**src/rtl/fir_pkg.sv**
```systemverilog
package fir_pkg;
  // Per-tap control token that travels alongside the memory read data
  typedef struct packed {
    logic first;   // restart the accumulator
    logic last;    // final tap of the computation
    logic live;    // sample position holds real history
  } tap_tag_t;
endpackage

```
**src/rtl/fir_dpram.sv**
```systemverilog
module fir_dpram #(
  parameter int DEPTH = 31,
  parameter int WIDTH = 12,
  localparam int AW   = (DEPTH > 1) ? $clog2(DEPTH) : 1
) (
  input  logic             clk,
  input  logic             we,
  input  logic [AW-1:0]    waddr,
  input  logic [WIDTH-1:0] wdata,
  input  logic [AW-1:0]    raddr,
  output logic [WIDTH-1:0] rdata
);
  logic [WIDTH-1:0] mem [0:DEPTH-1];

  // Registered read returns the old word on a same-address collision
  always_ff @(posedge clk) begin
    if (we) mem[waddr] <= wdata;
    rdata <= mem[raddr];
  end
endmodule

```
**src/rtl/fir_tap_seq.sv**
```systemverilog
module fir_tap_seq
  import fir_pkg::*;
#(
  parameter int TAPS = 31,
  localparam int PW  = (TAPS > 1) ? $clog2(TAPS) : 1,
  localparam int FW  = $clog2(TAPS + 1)
) (
  input  logic          clk,
  input  logic          rst,
  input  logic          in_valid,
  output logic          in_ready,
  output logic          accept,
  output logic [PW-1:0] wr_addr,
  output logic [PW-1:0] rd_addr,
  output logic [PW-1:0] cf_addr,
  output logic          issue_vld,
  output tap_tag_t      issue_tag
);
  localparam logic [PW-1:0] LAST = PW'(TAPS - 1);

  logic          busy;
  logic [PW-1:0] k;
  logic [PW-1:0] newest;
  logic [FW-1:0] filled;
  logic          last_k;

  assign last_k   = (k == LAST);
  assign in_ready = !busy || last_k;
  assign accept   = in_valid && in_ready;
  assign wr_addr  = (newest == LAST) ? '0 : newest + 1'b1;

  // Newest sample minus tap index, modulo TAPS
  assign rd_addr  = (newest >= k) ? newest - k : newest + PW'(TAPS) - k;
  assign cf_addr  = k;

  assign issue_vld       = busy;
  assign issue_tag.first = (k == '0);
  assign issue_tag.last  = last_k;
  assign issue_tag.live  = (FW'(k) < filled);

  always_ff @(posedge clk) begin
    if (rst) begin
      busy   <= 1'b0;
      k      <= '0;
      newest <= LAST;
      filled <= '0;
    end else if (accept) begin
      busy   <= 1'b1;
      k      <= '0;
      newest <= wr_addr;
      if (filled != FW'(TAPS)) filled <= filled + 1'b1;
    end else if (busy) begin
      if (last_k) busy <= 1'b0;
      else        k    <= k + 1'b1;
    end
  end

  p_accept_starts_r4: assert property (@(posedge clk) disable iff (rst)
    accept |=> (busy && k == '0));
  p_no_early_exit_r4: assert property (@(posedge clk) disable iff (rst)
    (busy && !last_k) |=> busy);
  p_fill_bound_r3: assert property (@(posedge clk) disable iff (rst)
    filled <= FW'(TAPS));
endmodule

```
**src/rtl/fir_mac_acc.sv**
```systemverilog
module fir_mac_acc
  import fir_pkg::*;
#(
  parameter int SAMPLE_W = 12,
  parameter int COEF_W   = 11,
  parameter int ACC_W    = 27,
  localparam int PRD_W   = SAMPLE_W + COEF_W
) (
  input  logic                       clk,
  input  logic                       rst,
  input  logic                       vld,
  input  tap_tag_t                   tag,
  input  logic signed [SAMPLE_W-1:0] smp,
  input  logic signed [COEF_W-1:0]   cof,
  output logic                       out_valid,
  output logic signed [ACC_W-1:0]    out_data
);
  logic signed [PRD_W-1:0] prod;
  logic signed [ACC_W-1:0] prod_x;
  logic signed [ACC_W-1:0] addend;
  logic signed [ACC_W-1:0] acc;
  logic                    done;

  assign prod   = smp * cof;
  assign prod_x = {{(ACC_W-PRD_W){prod[PRD_W-1]}}, prod};
  assign addend = tag.live ? prod_x : '0;

  always_ff @(posedge clk) begin
    if (rst) begin
      acc       <= '0;
      done      <= 1'b0;
      out_valid <= 1'b0;
      out_data  <= '0;
    end else begin
      done      <= vld && tag.last;
      out_valid <= done;
      if (vld)  acc      <= (tag.first ? '0 : acc) + addend;
      if (done) out_data <= acc;
    end
  end

  p_single_pulse_r5: assert property (@(posedge clk) disable iff (rst)
    out_valid |=> !out_valid);
  p_last_to_out_r5: assert property (@(posedge clk) disable iff (rst)
    (vld && tag.last) |-> ##2 out_valid);
  p_hold_r6: assert property (@(posedge clk) disable iff (rst)
    !out_valid |-> $stable(out_data));
endmodule

```
**src/rtl/tdm_fir.sv**
```systemverilog
module tdm_fir
  import fir_pkg::*;
#(
  parameter int TAPS     = 31,
  parameter int SAMPLE_W = 12,
  parameter int COEF_W   = 11,
  parameter int ACC_W    = 27,
  localparam int PW      = (TAPS > 1) ? $clog2(TAPS) : 1
) (
  input  logic                clk,
  input  logic                rst,
  input  logic                in_valid,
  input  logic [SAMPLE_W-1:0] in_sample,
  output logic                in_ready,
  input  logic                coef_we,
  input  logic [PW-1:0]       coef_addr,
  input  logic [COEF_W-1:0]   coef_data,
  output logic                out_valid,
  output logic [ACC_W-1:0]    out_data
);
  localparam logic [PW-1:0] LAST = PW'(TAPS - 1);

  logic                accept;
  logic [PW-1:0]       wr_addr, rd_addr, cf_addr;
  logic                issue_vld;
  tap_tag_t            issue_tag;
  logic [SAMPLE_W-1:0] smp_q;
  logic [COEF_W-1:0]   cof_q;
  logic                vld_q;
  tap_tag_t            tag_q;
  logic                cf_we;

  // Coefficient writes only land while the engine can take a sample
  assign cf_we = coef_we && in_ready && (coef_addr <= LAST);

  fir_tap_seq #(.TAPS(TAPS)) u_seq (
    .clk(clk), .rst(rst), .in_valid(in_valid), .in_ready(in_ready),
    .accept(accept), .wr_addr(wr_addr), .rd_addr(rd_addr), .cf_addr(cf_addr),
    .issue_vld(issue_vld), .issue_tag(issue_tag)
  );

  fir_dpram #(.DEPTH(TAPS), .WIDTH(SAMPLE_W)) u_smp_mem (
    .clk(clk), .we(accept), .waddr(wr_addr), .wdata(in_sample),
    .raddr(rd_addr), .rdata(smp_q)
  );

  fir_dpram #(.DEPTH(TAPS), .WIDTH(COEF_W)) u_cof_mem (
    .clk(clk), .we(cf_we), .waddr(coef_addr), .wdata(coef_data),
    .raddr(cf_addr), .rdata(cof_q)
  );

  // Token pipeline matching the one-cycle memory read latency
  always_ff @(posedge clk) begin
    if (rst) begin
      vld_q <= 1'b0;
      tag_q <= '0;
    end else begin
      vld_q <= issue_vld;
      tag_q <= issue_tag;
    end
  end

  fir_mac_acc #(.SAMPLE_W(SAMPLE_W), .COEF_W(COEF_W), .ACC_W(ACC_W)) u_mac (
    .clk(clk), .rst(rst), .vld(vld_q), .tag(tag_q),
    .smp(smp_q), .cof(cof_q),
    .out_valid(out_valid), .out_data(out_data)
  );

  p_tag_follows_issue_r2: assert property (@(posedge clk) disable iff (rst)
    issue_vld |=> vld_q);
endmodule

```
**config.mk**
```make
export PLATFORM = sky130hd
export DESIGN_NAME = tdm_fir
export DESIGN_NICKNAME = d
export VERILOG_FILES = /design/src/rtl/fir_pkg.sv /design/src/rtl/fir_dpram.sv /design/src/rtl/fir_tap_seq.sv /design/src/rtl/fir_mac_acc.sv /design/src/rtl/tdm_fir.sv
export SDC_FILE = /design/constraint.sdc
export NUM_CORES = 1
export LEC_CHECK = 0
export ABC_AREA = 0
export CAP_MARGIN = 15
export CELL_PAD_IN_SITES_DETAIL_PLACEMENT = 1
export CELL_PAD_IN_SITES_GLOBAL_PLACEMENT = 1
export CORE_ASPECT_RATIO = 0.5
export CORE_MARGIN = 3
export CORE_UTILIZATION = 57
export DETAILED_ROUTE_END_ITERATION = 8
export GPL_ROUTABILITY_DRIVEN = 0
export PLACE_DENSITY = 0.87
export SYNTH_ARGS = -nofsm -noshare
export SYNTH_HDL_FRONTEND = slang
export SYNTH_SLANG_ARGS = --single-unit
```
**constraint.sdc**
```tcl
create_clock -name clk -period 21.4 [get_ports clk]
set_input_delay 6.42 -clock clk [delete_from_list [all_inputs] [get_ports clk]]
set_output_delay 6.42 -clock clk [all_outputs]
set_load 0.02 [all_outputs]
```
==> results.ini, run 1 <==
[routing]
wire_per_inst_um = 31.37
vias = 26710
firstDrtPassIters = 6
drc = 0
drt_iter0_markers = 3816
vias_per_cell = 6.985
antenna_left = 0
totalWireLength_mm = 120.0

[floorplanning]
initial_core_util = 0.5786
die_w_um = 381.0
die_area_um2 = 73720
io_pins = 61
die_h_um = 193.5
rows = 68
core_um2 = 69260

[critical_path]
path_buf_inv = 2
slowest_stage = dfxtp_4
slowest_delay_ps = 730
path_cells = inv_1 > ha_1 > nand4_1 > nand2_1 > clkdlybuf4s50_1
path_class = register to primary output
rr_worst_depth = 26
start_kind = register
cp.required_ps = 14980
path_delay_family = buffers and inverters
cp.arrival_ps = 3260
cp_num_cells = 5
crit_fanout = 32
end_kind = primary output

[clocking]
clock_latency_ps = 680
cts-resized-gates = 0
clockBufferDepth = 3
ctsHoldBuffers = 0
cts_buffers = 72
cts_setup_buffers = 0
root_buffer = clkbuf_16
tritoncts = built
htree_levels = 3
clk_pin_slew_ps = 70
clock-sinks = 812

[yosys]
synth_largest_area_cell = edfxtp_1
synth_cells = 2805
synth_top_area_frac = 0.5343
synth.avg_cell_area_um2 = 14.29
netlist_top_cells_count = edfxtp_1 (713), inv_1 (185), nand2_1 (170)
synth.most_common_cell = edfxtp_1
ys.flop_type = edfxtp_1
syn_nets = 3060
synth.distinct_cells = 76
synth_seq_cells = 812
synth_area_leaders = edfxtp_1 (53%), mux4_2 (7.5%), fa_1 (6.4%), dfxtp_1 (4.9%), ha_1 (2.9%)
yosys_warnings = 0
seq_area_frac_synth = 0.5837
netlist_area_um2 = 40070
ys_async_sr_fraction = 0
synth_edf_count = 713

[finish]
area_growth_pct = 9.713
final_nets = 3074
final_area_um2 = 43970
layout-drive-gt1-share = 0.1233

[run_status]
outcome = finished, final reports clean

[global_route]
grtUsageMet3 = 0.06020
grt_pass1_wl_mm = 179.6
track_usage = 0.3238
met2_usage = 0.5259
grt_pass1_vias = 27590
use_met1 = 0.4349
grt_max_degree = 94
grt-ovfl-total = 0
busiest_layer = met2
antenna_found_initial = 6

[sta]
setup_viol = 0
timing.hold.ws_ps = 474.8
period_share = 0.4524
worstMarginPinSlew_ps = 1240
final.setup.tns_ps = 0
min_period_ps = 9682
max_slew_margin = 0.1732
rsz0062_at_grt = no
clock_skew_ps = 49.96
slew_viol_final = 0
hold_viol = 0
max_freq_mhz = 103.3

[placed_design]
postPlaceCellArea_um2 = 41420
port_buffers = 60
place_hpwl_mm = 74.19

[hold_path]
hp-class = register to register
min_path_cells = 1

[job]
drv_cap = 0

[metal layers]
metal  share of wire  vias to the layer above  routed length [µm]
met4           0.043                        2                5213
met1            0.38                    13760               45790
met3           0.094                      360               11330
met5         0.00017                        -                  20
met2            0.48                     1790               57600
li1                -                    10800                   -
[state kept, by name (all words and copies together), names as in the netlist]
signal           count
u_cof_mem.mem      341
u_mac.out_valid      1
u_seq.filled         5
tag_q                3
u_cof_mem.rdata     11
u_smp_mem.mem      372
u_seq.issue_vld      1
vld_q                1
u_seq.cf_addr        5
u_mac.out_data      27
u_mac.done           1
u_smp_mem.rdata     12
u_seq.newest         5
u_mac.acc           27
[worst paths after layout]
check	from	endpoint	slack (ps)
worst max-delay path	u_seq.cf_addr[0]	in_ready	11720
worst min-delay path	tag_q[1]	u_mac.done	470
worst max register to register	u_smp_mem.rdata[6]	u_mac.acc[26]	13220
worst min register to register	tag_q[1]	u_mac.done	470
[metrics by stage]
step                      std cells  setup slack, ps    util
after global routing           3823            11530  0.6348
after floorplan                2805            13170       -
after global placement         3671            12220  0.5980
after CTS                      3804            11670  0.6322
final                          3824            11720  0.6348
after detailed placement       3671            12120  0.5980
[cells in the final DEF (no fill, tap or decap), types with 11 or more instances in the layout]
cell type / n
edfxtp_1: 713
inv_1: 185
nand2_1: 169
nor2_1: 164
mux4_2: 133
fa_1: 129
dfxtp_1: 96
ha_1: 93
a22o_1: 84
a221oi_1: 84
o221ai_1: 78
o21ai_0: 73
clkbuf_16: 72
mux2i_1: 69
and2_1: 63
clkdlybuf4s50_1: 57
buf_4: 51
a21oi_1: 48
o22a_1: 48
nor2b_1: 31
o22ai_1: 31
xnor2_1: 28
o211ai_1: 25
a31oi_1: 21
nor3_1: 20
mux2_2: 19
nand3_1: 18
clkbuf_1: 18
nand2b_1: 17
or2_2: 17
clkinv_1: 16
a21o_1: 15
a211oi_1: 13
xor2_1: 13
clkinv_2: 13
and3_1: 11
[layout make-up]
cell class                 count  area (µm²)
clock inverter                42       479.2
inverter                     187       701.9
antenna                        1       2.502
sequential                   812       23400
multi-input combinational   1627       15240
fill                        6322       25290
clock buffer                  91        1883
tap                          945        1182
timing repair buffer         119        1079
[cells by family after synthesis]
| kind of cell | Yosys count | share of synthesized area |
|---|---|---|
| AOI/OAI and AO/OA | 585 | 0.1112 |
| xor gates and xnor gates | 43 | 0.009929 |
| adders and majority gates | 223 | 0.09379 |
| buffers and inverters | 366 | 0.03747 |
| DFF | 812 | 0.5837 |
| muxes | 231 | 0.1001 |
| and+or+nand+nor | 545 | 0.06376 |
[worst register-to-register path, stage by stage (launching register included)]
cell and delay [ps]:
dfxtp_1 730, nand2_1 200, fa_1 590, fa_1 460
fa_1 540, inv_1 50, fa_1 470, inv_1 50
fa_1 470, inv_1 50, ha_1 240, a2111oi_0 860
nor4_1 220, o31ai_1 330, nand2b_1 130, a31oi_1 210
xor2_1 190, nor2_1 110, ha_1 390, a21oi_1 170
o21ai_0 120, a2bb2oi_1 290, a31oi_1 190, a211oi_1 360
xnor2_1 160, or3b_1 370, a31oi_1 140
Power of run 1 is left out: the tool's default activity adds up to more than one toggle a clock period on the data nets, which glitch-free logic cannot reach.
==> inputs of run 2 (changes only) <==
- CORE_UTILIZATION: 57 -> 54
- PLACE_DENSITY: 0.87 -> 0.83
- clock period: 21.4 -> 9.3 ns (I/O delays scaled with it)
==> run 2 against run 1 <==
Against the previous run:
- critical path depth rose by 22
- clock skew down 15 ps
- die area increased by 5.4%
- worst setup slack worse by 10000 ps
- first-iteration DRC count decreased by 18%
- clock-buffer cell count is 3 lower
- register-to-register slack got worse by 12000 ps
- flip-flop and latch count did not move
- core utilization down 2.1 points
- highest routed layer is now met4
==> results.ini, run 2 (same netlist as run 1, synthesis figures left out) <==
[clocking]
cts_setup_buffers = 0  ; unchanged
htree_levels = 3  ; unchanged
clock-sinks = 812  ; unchanged
clk_pin_slew_ps = 70  ; about the same
clock_latency_ps = 660  ; -20 ps
cts-resized-gates = 0  ; unchanged
cts_buffers = 71  ; -1.4%
root_buffer = clkbuf_16
clockBufferDepth = 3  ; unchanged
ctsHoldBuffers = 0  ; unchanged
tritoncts = built

[sta]
setup_slack_ps = 1706  ; -10010 ps
max_slew_margin = 0.2146  ; +0.04137
worstMarginPinSlew_ps = 1174  ; -66.39 ps
final.setup.tns_ps = 0  ; unchanged
min_period_ps = 7594
rsz0062_at_grt = no
setup_viol = 0  ; unchanged
hold_viol = 0  ; unchanged
slew_viol_final = 0  ; unchanged
period_share = 0.8165
max_freq_mhz = 131.7
clock_skew_ps = 35.07  ; -14.89 ps

[global_route]
grt_max_degree = 86  ; -8.5%
grt_pass1_vias = 27060  ; -1.9%
grt_pass1_wl_mm = 169.4  ; -5.7%
grt-ovfl-total = 0  ; unchanged
track_usage = 0.2916  ; -0.03213
antenna_found_initial = 3  ; -3

[finish]
final_nets = 3103  ; +0.94%
top_register = u_smp_mem.mem
final_common_cell = edfxtp_1
layout-drive-gt1-share = 0.1324  ; +0.009019
top_regs = u_smp_mem.mem: 372 flops, u_cof_mem.mem: 341 flops
n_fill_cell = 6631  ; +4.9%
antenna_cells = 0  ; -1
area_growth_pct = 10.77
final_core_util = 0.6143  ; -0.02050
largest_reg_flops = 372  ; unchanged
seq_area_um2 = 23400  ; unchanged
layout_common_cells = edfxtp_1 (713), inv_1 (185), nand2_1 (169)
multi_input_area_um2 = 15240  ; about the same

[placed_design]
port_buffers = 60  ; unchanged
place_hpwl_mm = 70.78  ; -4.6%
dp_slack_ps = 1775  ; -10340 ps

[critical_path]
path_delay_family = adder cells
reg2reg_from = u_cof_mem.rdata[2]
r2r_end = u_mac.acc[26]
rr_worst_depth = 27  ; +3.8%
cp.required_ps = 9850  ; -5130 ps
start_kind = register
cp.arrival_ps = 8150  ; +4890 ps
path_class = register to register
crit_top_cell = fa_1
crit_fanout = 12  ; -63%
end_kind = register
path_buf_inv = 3  ; +1
slowest_stage = a2111oi_0
cp-startpoint = u_cof_mem.rdata[2]
rrSetupSlack_ps = 1710  ; -11510 ps
slowest_delay_ps = 770  ; +40 ps
cp_num_cells = 27  ; +22
crit_end = u_mac.acc[26]

[floorplanning]
die_w_um = 391.3  ; +2.7%
io_pins = 61  ; unchanged
core_um2 = 72260  ; +4.3%
rows = 69  ; +1.5%
die_h_um = 198.6  ; +2.7%
initial_core_util = 0.5546  ; -0.02406
die_area_um2 = 77710  ; +5.4%

[routing]
drt_iter0_markers = 3129  ; -18%
firstDrtPassIters = 5  ; -1
vias = 25950  ; -2.8%
antenna_left = 0  ; unchanged
vias_per_cell = 6.725  ; -3.7%
wire_per_inst_um = 29.69  ; -5.3%
drc = 0  ; unchanged
totalWireLength_mm = 114.6  ; -4.5%

[job]
drv_cap = 0  ; unchanged

[hold_path]
hp-class = register to register

[run_status]
outcome = finished, final reports clean

-- run 2: area by class of cell --
| cell class | count | area share |
|---|---|---|
| clock inverters | 38 | 0.009752 |
| well taps | 958 | 0.02700 |
| flip-flops and latches | 812 | 0.5272 |
| clock buffers | 88 | 0.04239 |
| multi-input cells | 1627 | 0.3434 |
| inverters | 187 | 0.01581 |
| repair buffers | 149 | 0.03447 |
-- run 2: worst register-to-register path: stages (launching register included) --
cell and delay, ps:
dfxtp_1 610, nand2_1 160, fa_1 560, inv_1 40
ha_1 170, inv_1 80, fa_1 450, fa_1 510
fa_1 490, inv_1 40, ha_1 330, a21o_1 210
a2111oi_0 770, nor4_1 210, o31ai_1 280, nand2b_1 120
a31oi_1 200, xor2_1 160, nor2_1 60, ha_1 370
a21oi_1 200, o21ai_0 130, a2bb2oi_1 260, a31oi_1 160
a211oi_1 280, xnor2_1 140, or3b_1 370, a31oi_1 130
-- run 2: worst min path at each step --
stage                     slack (ps)            end  depth (start not counted)           from
after global routing             500  u_mac.acc[20]                          2  u_mac.acc[20]
after global placement           470  u_mac.acc[20]                          2  u_mac.acc[20]
after CTS                        480  u_mac.acc[20]                          2  u_mac.acc[20]
after detailed placement         470  u_mac.acc[20]                          2  u_mac.acc[20]
final                            480  u_mac.acc[20]                          2  u_mac.acc[20]
after floorplan                  440     u_mac.done                          1       tag_q[1]
-- run 2: metal layers --
metal  track usage  up-vias  part of all wire  wire length, µm
li1              -    10870                 -                -
met3       0.06950      252             0.086             9802
met5             0        -                 0                0
met4       0.08688        0             0.031             3517
met1        0.3905    13490              0.40            45760
met2        0.4803     1342              0.48            55500
-- run 2: stage by stage --
step	hold WS (ps)	std cells	cell area (µm²)
2_1_floorplan	443.6	2805	40070
3_3_place_gp	466.1	3699	41550
3_5_place_dp	474.0	3701	41570
4_1_cts	485.0	3827	43890
5_1_grt	503.4	3859	44390
6_report	479.7	3859	44390
Power of run 2 is left out for the same reason.
